$ cat config.mk
export PLATFORM = sky130hd
export DESIGN_NAME = cfg_keyport
export DESIGN_NICKNAME = d
export VERILOG_FILES = /design/src/rtl/cfgport_pkg.sv /design/src/rtl/cfgport_keyfsm.sv /design/src/rtl/cfgport_regs.sv /design/src/rtl/cfg_keyport.sv
export SDC_FILE = /design/constraint.sdc
export NUM_CORES = 2
export LEC_CHECK = 0
export BUFFER_PORTS_ARGS = -buffer_cell sky130_fd_sc_hd__buf_2
export CAP_MARGIN = 10
export CORE_ASPECT_RATIO = 2
export CORE_MARGIN = 5
export CORE_UTILIZATION = 30
export CTS_BUF_LIST = sky130_fd_sc_hd__clkbuf_4 sky130_fd_sc_hd__clkbuf_8
export CTS_CLUSTER_SIZE = 24
export DETAILED_ROUTE_END_ITERATION = 16
export PLACE_DENSITY = 0.42
export SYNTH_ARGS = -nofsm -noshare
export SYNTH_HDL_FRONTEND = slang
export SYNTH_SLANG_ARGS = --single-unit
$ cat constraint.sdc
create_clock -name clk -period 4.45 [get_ports clk]
set_input_delay 0.89 -clock clk [delete_from_list [all_inputs] [get_ports clk]]
set_output_delay 0.89 -clock clk [all_outputs]
set_load 0.05 [all_outputs]
$ cat src/rtl/cfgport_pkg.sv
package cfgport_pkg;
    typedef enum logic [1:0] {
        CP_LOCKED  = 2'd0,
        CP_HALFKEY = 2'd1,
        CP_OPEN    = 2'd2
    } cp_state_e;

    localparam logic [7:0] KEY_OPEN   = 8'h87;
    localparam logic [7:0] KEY_CLOSE  = 8'hAA;
    localparam logic [7:0] IDX_DEVSEL = 8'h07;
    localparam logic [7:0] IDX_CHIPID = 8'h20;
    localparam logic [7:0] IDX_GLB_LO = 8'h21;
    localparam logic [7:0] IDX_GLB_HI = 8'h2F;
    localparam logic [7:0] IDX_BANK0  = 8'h30;
    localparam logic [7:0] LOCKED_RD  = 8'hFF;
endpackage

$ cat src/rtl/cfgport_keyfsm.sv
module cfgport_keyfsm
    import cfgport_pkg::*;
(
    input  logic       clk,
    input  logic       rst_n,
    input  logic       idx_wr_i,
    input  logic       dat_wr_i,
    input  logic [7:0] wdata_i,
    output logic       open_o,
    output logic       idx_load_o
);
    cp_state_e st_q, st_d;

    // State register
    always_ff @(posedge clk) begin
        if (!rst_n) st_q <= CP_LOCKED;
        else        st_q <= st_d;
    end

    // Next state
    always_comb begin
        st_d = st_q;
        unique case (st_q)
            CP_LOCKED: begin
                if (idx_wr_i && wdata_i == KEY_OPEN) st_d = CP_HALFKEY;      // arm
            end
            CP_HALFKEY: begin
                if (idx_wr_i) st_d = (wdata_i == KEY_OPEN) ? CP_OPEN : CP_LOCKED; // open / abort
                else if (dat_wr_i) st_d = CP_LOCKED;                          // abort
            end
            CP_OPEN: begin
                if (idx_wr_i && wdata_i == KEY_CLOSE) st_d = CP_LOCKED;      // close
            end
            default: st_d = CP_LOCKED;
        endcase
    end

    // Outputs
    always_comb begin
        open_o     = (st_q == CP_OPEN);
        idx_load_o = (st_q == CP_OPEN) && idx_wr_i && (wdata_i != KEY_CLOSE);
    end

    // the open state is only reached from the half key by a second key write
    p_open_by_key_r3: assert property (@(posedge clk) disable iff (!rst_n)
        $rose(st_q == CP_OPEN) |-> ($past(st_q) == CP_HALFKEY && $past(idx_wr_i) && $past(wdata_i) == KEY_OPEN));

    // the close byte written while open always locks
    p_close_locks_r4: assert property (@(posedge clk) disable iff (!rst_n)
        (st_q == CP_OPEN && idx_wr_i && wdata_i == KEY_CLOSE) |=> (st_q == CP_LOCKED));

    // a data write during the half key aborts the sequence
    p_data_aborts_r3: assert property (@(posedge clk) disable iff (!rst_n)
        (st_q == CP_HALFKEY && !idx_wr_i && dat_wr_i) |=> (st_q == CP_LOCKED));
endmodule

$ cat src/rtl/cfgport_regs.sv
module cfgport_regs
    import cfgport_pkg::*;
#(
    parameter int         NUM_DEV   = 16,
    parameter int         BANK_REGS = 16,
    parameter logic [7:0] CHIP_ID   = 8'h5C
) (
    input  logic               clk,
    input  logic               rst_n,
    input  logic               open_i,
    input  logic               idx_load_i,
    input  logic               dat_wr_i,
    input  logic [7:0]         wdata_i,
    output logic [7:0]         index_o,
    output logic [7:0]         dat_rd_o,
    output logic [NUM_DEV-1:0] dev_active_o
);
    localparam int SEL_W  = (NUM_DEV > 1) ? $clog2(NUM_DEV) : 1;
    localparam int BOFF_W = (BANK_REGS > 1) ? $clog2(BANK_REGS) : 1;
    localparam int GLB_N  = int'(IDX_GLB_HI) - int'(IDX_GLB_LO) + 1;
    localparam int GOFF_W = $clog2(GLB_N);

    logic [7:0] index_q, sel_q;
    logic [7:0] glb_q  [GLB_N];
    logic [7:0] bank_q [NUM_DEV][BANK_REGS];

    logic [7:0] boff, goff;
    logic       sel_ok, in_bank, in_glb, wr_ok;
    logic       sel_we, glb_we, bank_we;

    always_comb begin
        boff    = index_q - IDX_BANK0;
        goff    = index_q - IDX_GLB_LO;
        sel_ok  = ({1'b0, sel_q} < 9'(NUM_DEV));
        in_bank = (index_q >= IDX_BANK0) && ({1'b0, boff} < 9'(BANK_REGS));
        in_glb  = (index_q >= IDX_GLB_LO) && (index_q <= IDX_GLB_HI);
        wr_ok   = open_i && dat_wr_i;
        sel_we  = wr_ok && (index_q == IDX_DEVSEL);
        glb_we  = wr_ok && in_glb;
        bank_we = wr_ok && in_bank && sel_ok;
    end

    always_ff @(posedge clk) begin
        if (!rst_n)          index_q <= 8'h00;
        else if (idx_load_i) index_q <= wdata_i;
    end

    always_ff @(posedge clk) begin
        if (!rst_n)      sel_q <= 8'h00;
        else if (sel_we) sel_q <= wdata_i;
    end

    for (genvar g = 0; g < GLB_N; g++) begin : g_glb
        always_ff @(posedge clk) begin
            if (!rst_n)                             glb_q[g] <= 8'h00;
            else if (glb_we && goff == 8'(g))       glb_q[g] <= wdata_i;
        end
    end

    for (genvar d = 0; d < NUM_DEV; d++) begin : g_dev
        for (genvar r = 0; r < BANK_REGS; r++) begin : g_reg
            always_ff @(posedge clk) begin
                if (!rst_n)
                    bank_q[d][r] <= 8'h00;
                else if (bank_we && sel_q == 8'(d) && boff == 8'(r))
                    bank_q[d][r] <= wdata_i;
            end
        end
        assign dev_active_o[d] = bank_q[d][0][0];
    end

    // Data-port read mux
    always_comb begin
        dat_rd_o = 8'h00;
        if (index_q == IDX_DEVSEL)      dat_rd_o = sel_q;
        else if (index_q == IDX_CHIPID) dat_rd_o = CHIP_ID;
        else if (in_glb)                dat_rd_o = glb_q[goff[GOFF_W-1:0]];
        else if (in_bank && sel_ok)     dat_rd_o = bank_q[sel_q[SEL_W-1:0]][boff[BOFF_W-1:0]];
    end

    assign index_o = index_q;

    // the index only moves on a load issued by the key machine
    p_idx_hold_r5: assert property (@(posedge clk) disable iff (!rst_n)
        !idx_load_i |=> $stable(index_q));

    // while not open the selector cannot change
    p_locked_sel_r2: assert property (@(posedge clk) disable iff (!rst_n)
        !open_i |=> $stable(sel_q));

    // while not open no device activation bit changes
    p_locked_act_r2: assert property (@(posedge clk) disable iff (!rst_n)
        !open_i |=> $stable(dev_active_o));
endmodule

$ cat src/rtl/cfg_keyport.sv
module cfg_keyport
    import cfgport_pkg::*;
#(
    parameter int         NUM_DEV   = 16,
    parameter int         BANK_REGS = 16,
    parameter logic [7:0] CHIP_ID   = 8'h5C
) (
    input  logic               clk,
    input  logic               rst_n,
    input  logic               addr,
    input  logic               wr_en,
    input  logic               rd_en,
    input  logic [7:0]         wdata,
    output logic [7:0]         rdata,
    output logic [NUM_DEV-1:0] dev_active
);
    logic idx_wr, dat_wr, open_s, idx_load;
    logic [7:0] index_s, dat_rd_s, rdata_q;

    assign idx_wr = wr_en && !addr;
    assign dat_wr = wr_en && addr;

    cfgport_keyfsm u_fsm (
        .clk        (clk),
        .rst_n      (rst_n),
        .idx_wr_i   (idx_wr),
        .dat_wr_i   (dat_wr),
        .wdata_i    (wdata),
        .open_o     (open_s),
        .idx_load_o (idx_load)
    );

    cfgport_regs #(
        .NUM_DEV   (NUM_DEV),
        .BANK_REGS (BANK_REGS),
        .CHIP_ID   (CHIP_ID)
    ) u_regs (
        .clk          (clk),
        .rst_n        (rst_n),
        .open_i       (open_s),
        .idx_load_i   (idx_load),
        .dat_wr_i     (dat_wr),
        .wdata_i      (wdata),
        .index_o      (index_s),
        .dat_rd_o     (dat_rd_s),
        .dev_active_o (dev_active)
    );

    always_ff @(posedge clk) begin
        if (!rst_n)         rdata_q <= LOCKED_RD;
        else if (rd_en) begin
            if (!open_s)    rdata_q <= LOCKED_RD;
            else if (!addr) rdata_q <= index_s;
            else            rdata_q <= dat_rd_s;
        end
    end
    assign rdata = rdata_q;

    // a read while not open yields 0xFF
    p_locked_read_r2: assert property (@(posedge clk) disable iff (!rst_n)
        (rd_en && !open_s) |=> (rdata == LOCKED_RD));

    // the identification index reads the fixed byte
    p_chip_id_r7: assert property (@(posedge clk) disable iff (!rst_n)
        (rd_en && open_s && addr && index_s == IDX_CHIPID) |=> (rdata == CHIP_ID));

    // rdata holds between reads
    p_rdata_hold_r12: assert property (@(posedge clk) disable iff (!rst_n)
        !rd_en |=> $stable(rdata));
endmodule

==> summary.md <==
| Metric | Value |
|---|---|
| Worst Path Required | 5.33 ns |
| Int Pwr | 32.3 mW |
| Sw frac | 0.243 |
| Grt ovf | 0 |
| Total negative slack | -0.0316 ns |
| Most frequent cells in the layout | 2,168 x edfxtp_1, 1,548 x and3_1, 642 x buf_4 |
| Gpl congestion | 0.906 |
| DIE HEIGHT | 843 um |
| Clk sinks | 2,198 |
| DP Worst Slack | -0.125 ns |
| Number of H-tree levels | 5 |
| Worst min-delay path startpoint | wdata[4] |
| Max-Cap Viols | 0 |
| First-pass GRT wire length | 597 mm |
| Cell count after synthesis | 7,228 |
| IR Drop Worst-Case VDD | 0.000189 V |
| Starting Density | 0.300 |
| Pwr Total | 42.6 mW |
| Period minus WS final | 4.48 ns |
| Number of fill cells | 33.6k |
| Syn Area/Cell | 14.4 um2 |
| EDFF count, synth | 2,168 |
| Area Growth Syn to Fin | 13.1% |
| Row Count | 306 |
| Worst R2R End | rdata[1] |
| Critical Path AT | 5.37 ns |
| Crit path buf inv count | 2 |
| Clk buf depth | 4 |
| Yosys reg bits | 2,198 |
| Critical-path top delay cell | a2111oi_1 |
| Worst Hold Slack | 0.292 ns |
| Leading cell type in the layout, fill and taps excluded | edfxtp_1 |
| Setup crit start kind | flip-flop |
| Via-to-Cell Ratio | 5.71 |
| Die area | 360,000 um2 |
| Iter 0 DRT Violations | 7,446 |
| Post-Route Skew | 0.0436 ns |
| Max-Slew Margin vs Limit | 0.0853 |
| Clk pwr share | 0.384 |
| Synth cell types | 85 |
| Final worst slack | -0.0316 ns |
| Fraction of the mapped netlist area in simple logic gates | 0.147 |
| Cell Area, Synth | 104,000 um2 |
| Unrepaired setup endpoints after global routing | false |
| Pleak | 42.3 nW |
| Initial antenna violation count | 32 |
| DIE WIDTH | 426 um |
| TritonCTS Buffers | 327 |
| Hold buffer count at CTS | 0 |
| IO Port Bufs | 36 |
| Comb power frac | 0.054 |
| Iteration count of the initial detailed-routing pass | 6 |
| Sw power | 10.3 mW |
| # setup viols final | 1 |
| Crit Path Max Fanout | 47 |
| Async S/R FF share, synth | 0 |
| Setup Crit Path Kind | reg -> reg |
| Mux contribution to synthesized area | 0.130 |
| Sequential Power Share | 0.562 |
| Max frequency | 223 MHz |
| DRC viols | 0 |
| Worst-path cell chain | buf_12 > mux4_2 > mux2_2 > nand3_1 > o311ai_0 > a2111oi_1 > buf_4 > a2111oi_1 > a211oi_1 > a211oi_1 |
| Root Driver | clkbuf_8 |
| Design Area, Final | 118,000 um2 |
| Violated checks | setup timing |
| Gr usage total | 0.236 |
| Sequential Area | 65,700 um2 |
| Post-DP Area | 112,000 um2 |
| Slowest stage delay, CP | 1.07 ns |
| Routed Antenna Nets | 0 |
| CTS tree | done |
| Post-synthesis xor/xnor area fraction | 0.000337 |
| DP HPWL | 277 mm |
| Final WL | 436 mm |
| CP Depth | 10 |
| Sequential area share after synthesis | 0.631 |
| R2r setup slk | -0.03 ns |
| Clock slew at reported path FFs | 0.07 ns |
| Largest net degree at the start of global routing | 194 |
| Hold depth | 3 |
| Core area | 346,000 um2 |
| Pwr/cell area | 362 nW/um2 |
| Compound-gate portion of the synthesized area | 0.0395 |
| Share of cells above drive strength 1 | 0.234 |
| Max-slew violations | 0 |
| Adder-cell share of the synthesized area | 0.000721 |
| Worst Setup EP | rdata[1] |
| Status | finished with violations |
| Synthesized net count | 7,247 |
| Main combinational cell family by area after synthesis | simple AND/OR/NAND/NOR gates |
| Hold Crit Class | in -> reg |
| Worst-margin pin slew | 1.35 ns |
| IO Pins | 37 |
| # nets final | 7,277 |
| Hold violation count in the final report | 0 |
| Crit end category | flip-flop |
| Multi-input logic area | 33,400 um2 |
| DR vias | 69.3k |
| WL/cell | 36.0 um |
| Synth Flop Type | edfxtp_1 |
| Vias in the first global route | 70.7k |
| Worst-skew pair later-pin latency | 1.06 ns |
| FF-to-FF path depth | 10 |
| Warnings from Yosys | 0 |
| Family with the most delay on the worst path | compound AO/OA/AOI/OAI gates |
| Final period util | 1.01 |
-- power groups by stage --
stage               sequential, mW  combinational [mW]  clock, mW
floorplan                     24.3                1.09          0
global placement              24.4                2.32          0
detailed placement            24.4                2.33          0
global route                  24.0                2.37       17.5
finish                        24.0                2.31       16.4
CTS                           24.0                2.33       16.8
-- per-stage QoR --
stage / utilization / cells
floorplan: - / 7228
global placement: 0.322 / 11500
detailed placement: 0.322 / 11500
CTS: 0.340 / 12100
global route: 0.340 / 12100
finish: 0.340 / 12100
-- layout make-up --
cell class | instances | area share
Clock buffer | 435 | 0.0457
Clock inverter | 124 | 0.00510
Inverter | 20 | 0.000935
Timing Repair Buffer | 759 | 0.0567
Tap cell | 4620 | 0.0491
Antenna cell | 23 | 0.000489
Multi-Input combinational cell | 3952 | 0.284
Sequential cell | 2198 | 0.558
-- cell families after synthesis --
kind of cell | Yosys count
compound gates | 655
xor+xnor | 4
fa+ha+maj | 6
buf+inv | 1078
flops | 2198
mux | 713
simple gates | 2574
-- tightest hold or removal path: cells and delay by family --
kind / cells / cell delay [ns]
mux: 1 / 0.15
buf+inv: 1 / 0.15
simple gates: 1 / 0.05
-- layer usage --
metal,vias up,global-route usage,part of all wire
li1,28900,-,-
met1,36600,0.260,0.35
met2,2933,0.423,0.52
met3,877,0.0291,0.052
met4,4,0.157,0.081
met5,-,0,0.000053
-- how the worst min path moves through the flow --
stage / end / slack (ns)
final: u_regs.index_o[4] / 0.29
after global routing: u_regs.index_o[4] / 0.27
after CTS: u_fsm.st_q[1] / 0.18
after detailed placement: u_fsm.st_q[0] / 0.43
after global placement: u_fsm.st_q[0] / 0.41
after floorplan: u_fsm.st_q[0] / 0.40
-- cell usage after synthesis, types with 62 or more instances --
library cell,number,area (um2)
a21oi_1,62,310
mux2i_1,208,2080
clkbuf_1,847,3180
nor2_1,135,507
mux4_1,83,2180
edfxtp_1,2168,65100
nor4_1,520,3250
nor3_1,117,586
and3_1,1548,9680
mux4_2,401,9030
nand2_1,136,510
o21ai_0,323,1620
-- state kept, by name, summed over array words and instances (netlist names), named ones only --
signal,count
rdata,8
u_fsm.st_q,2
u_regs.bank_q,2048
u_regs.glb_q,120
u_regs.index_o,8
u_regs.sel_q,8
-- repair_timing --
action / in CTS / in global routing
gates resized for setup: 1 / 0
buffers inserted: 1 / 0
endpoints found under the hold margin: 0 / 0
endpoints found under the setup margin: 3 / 0
(Power assumes the default switching activity.)
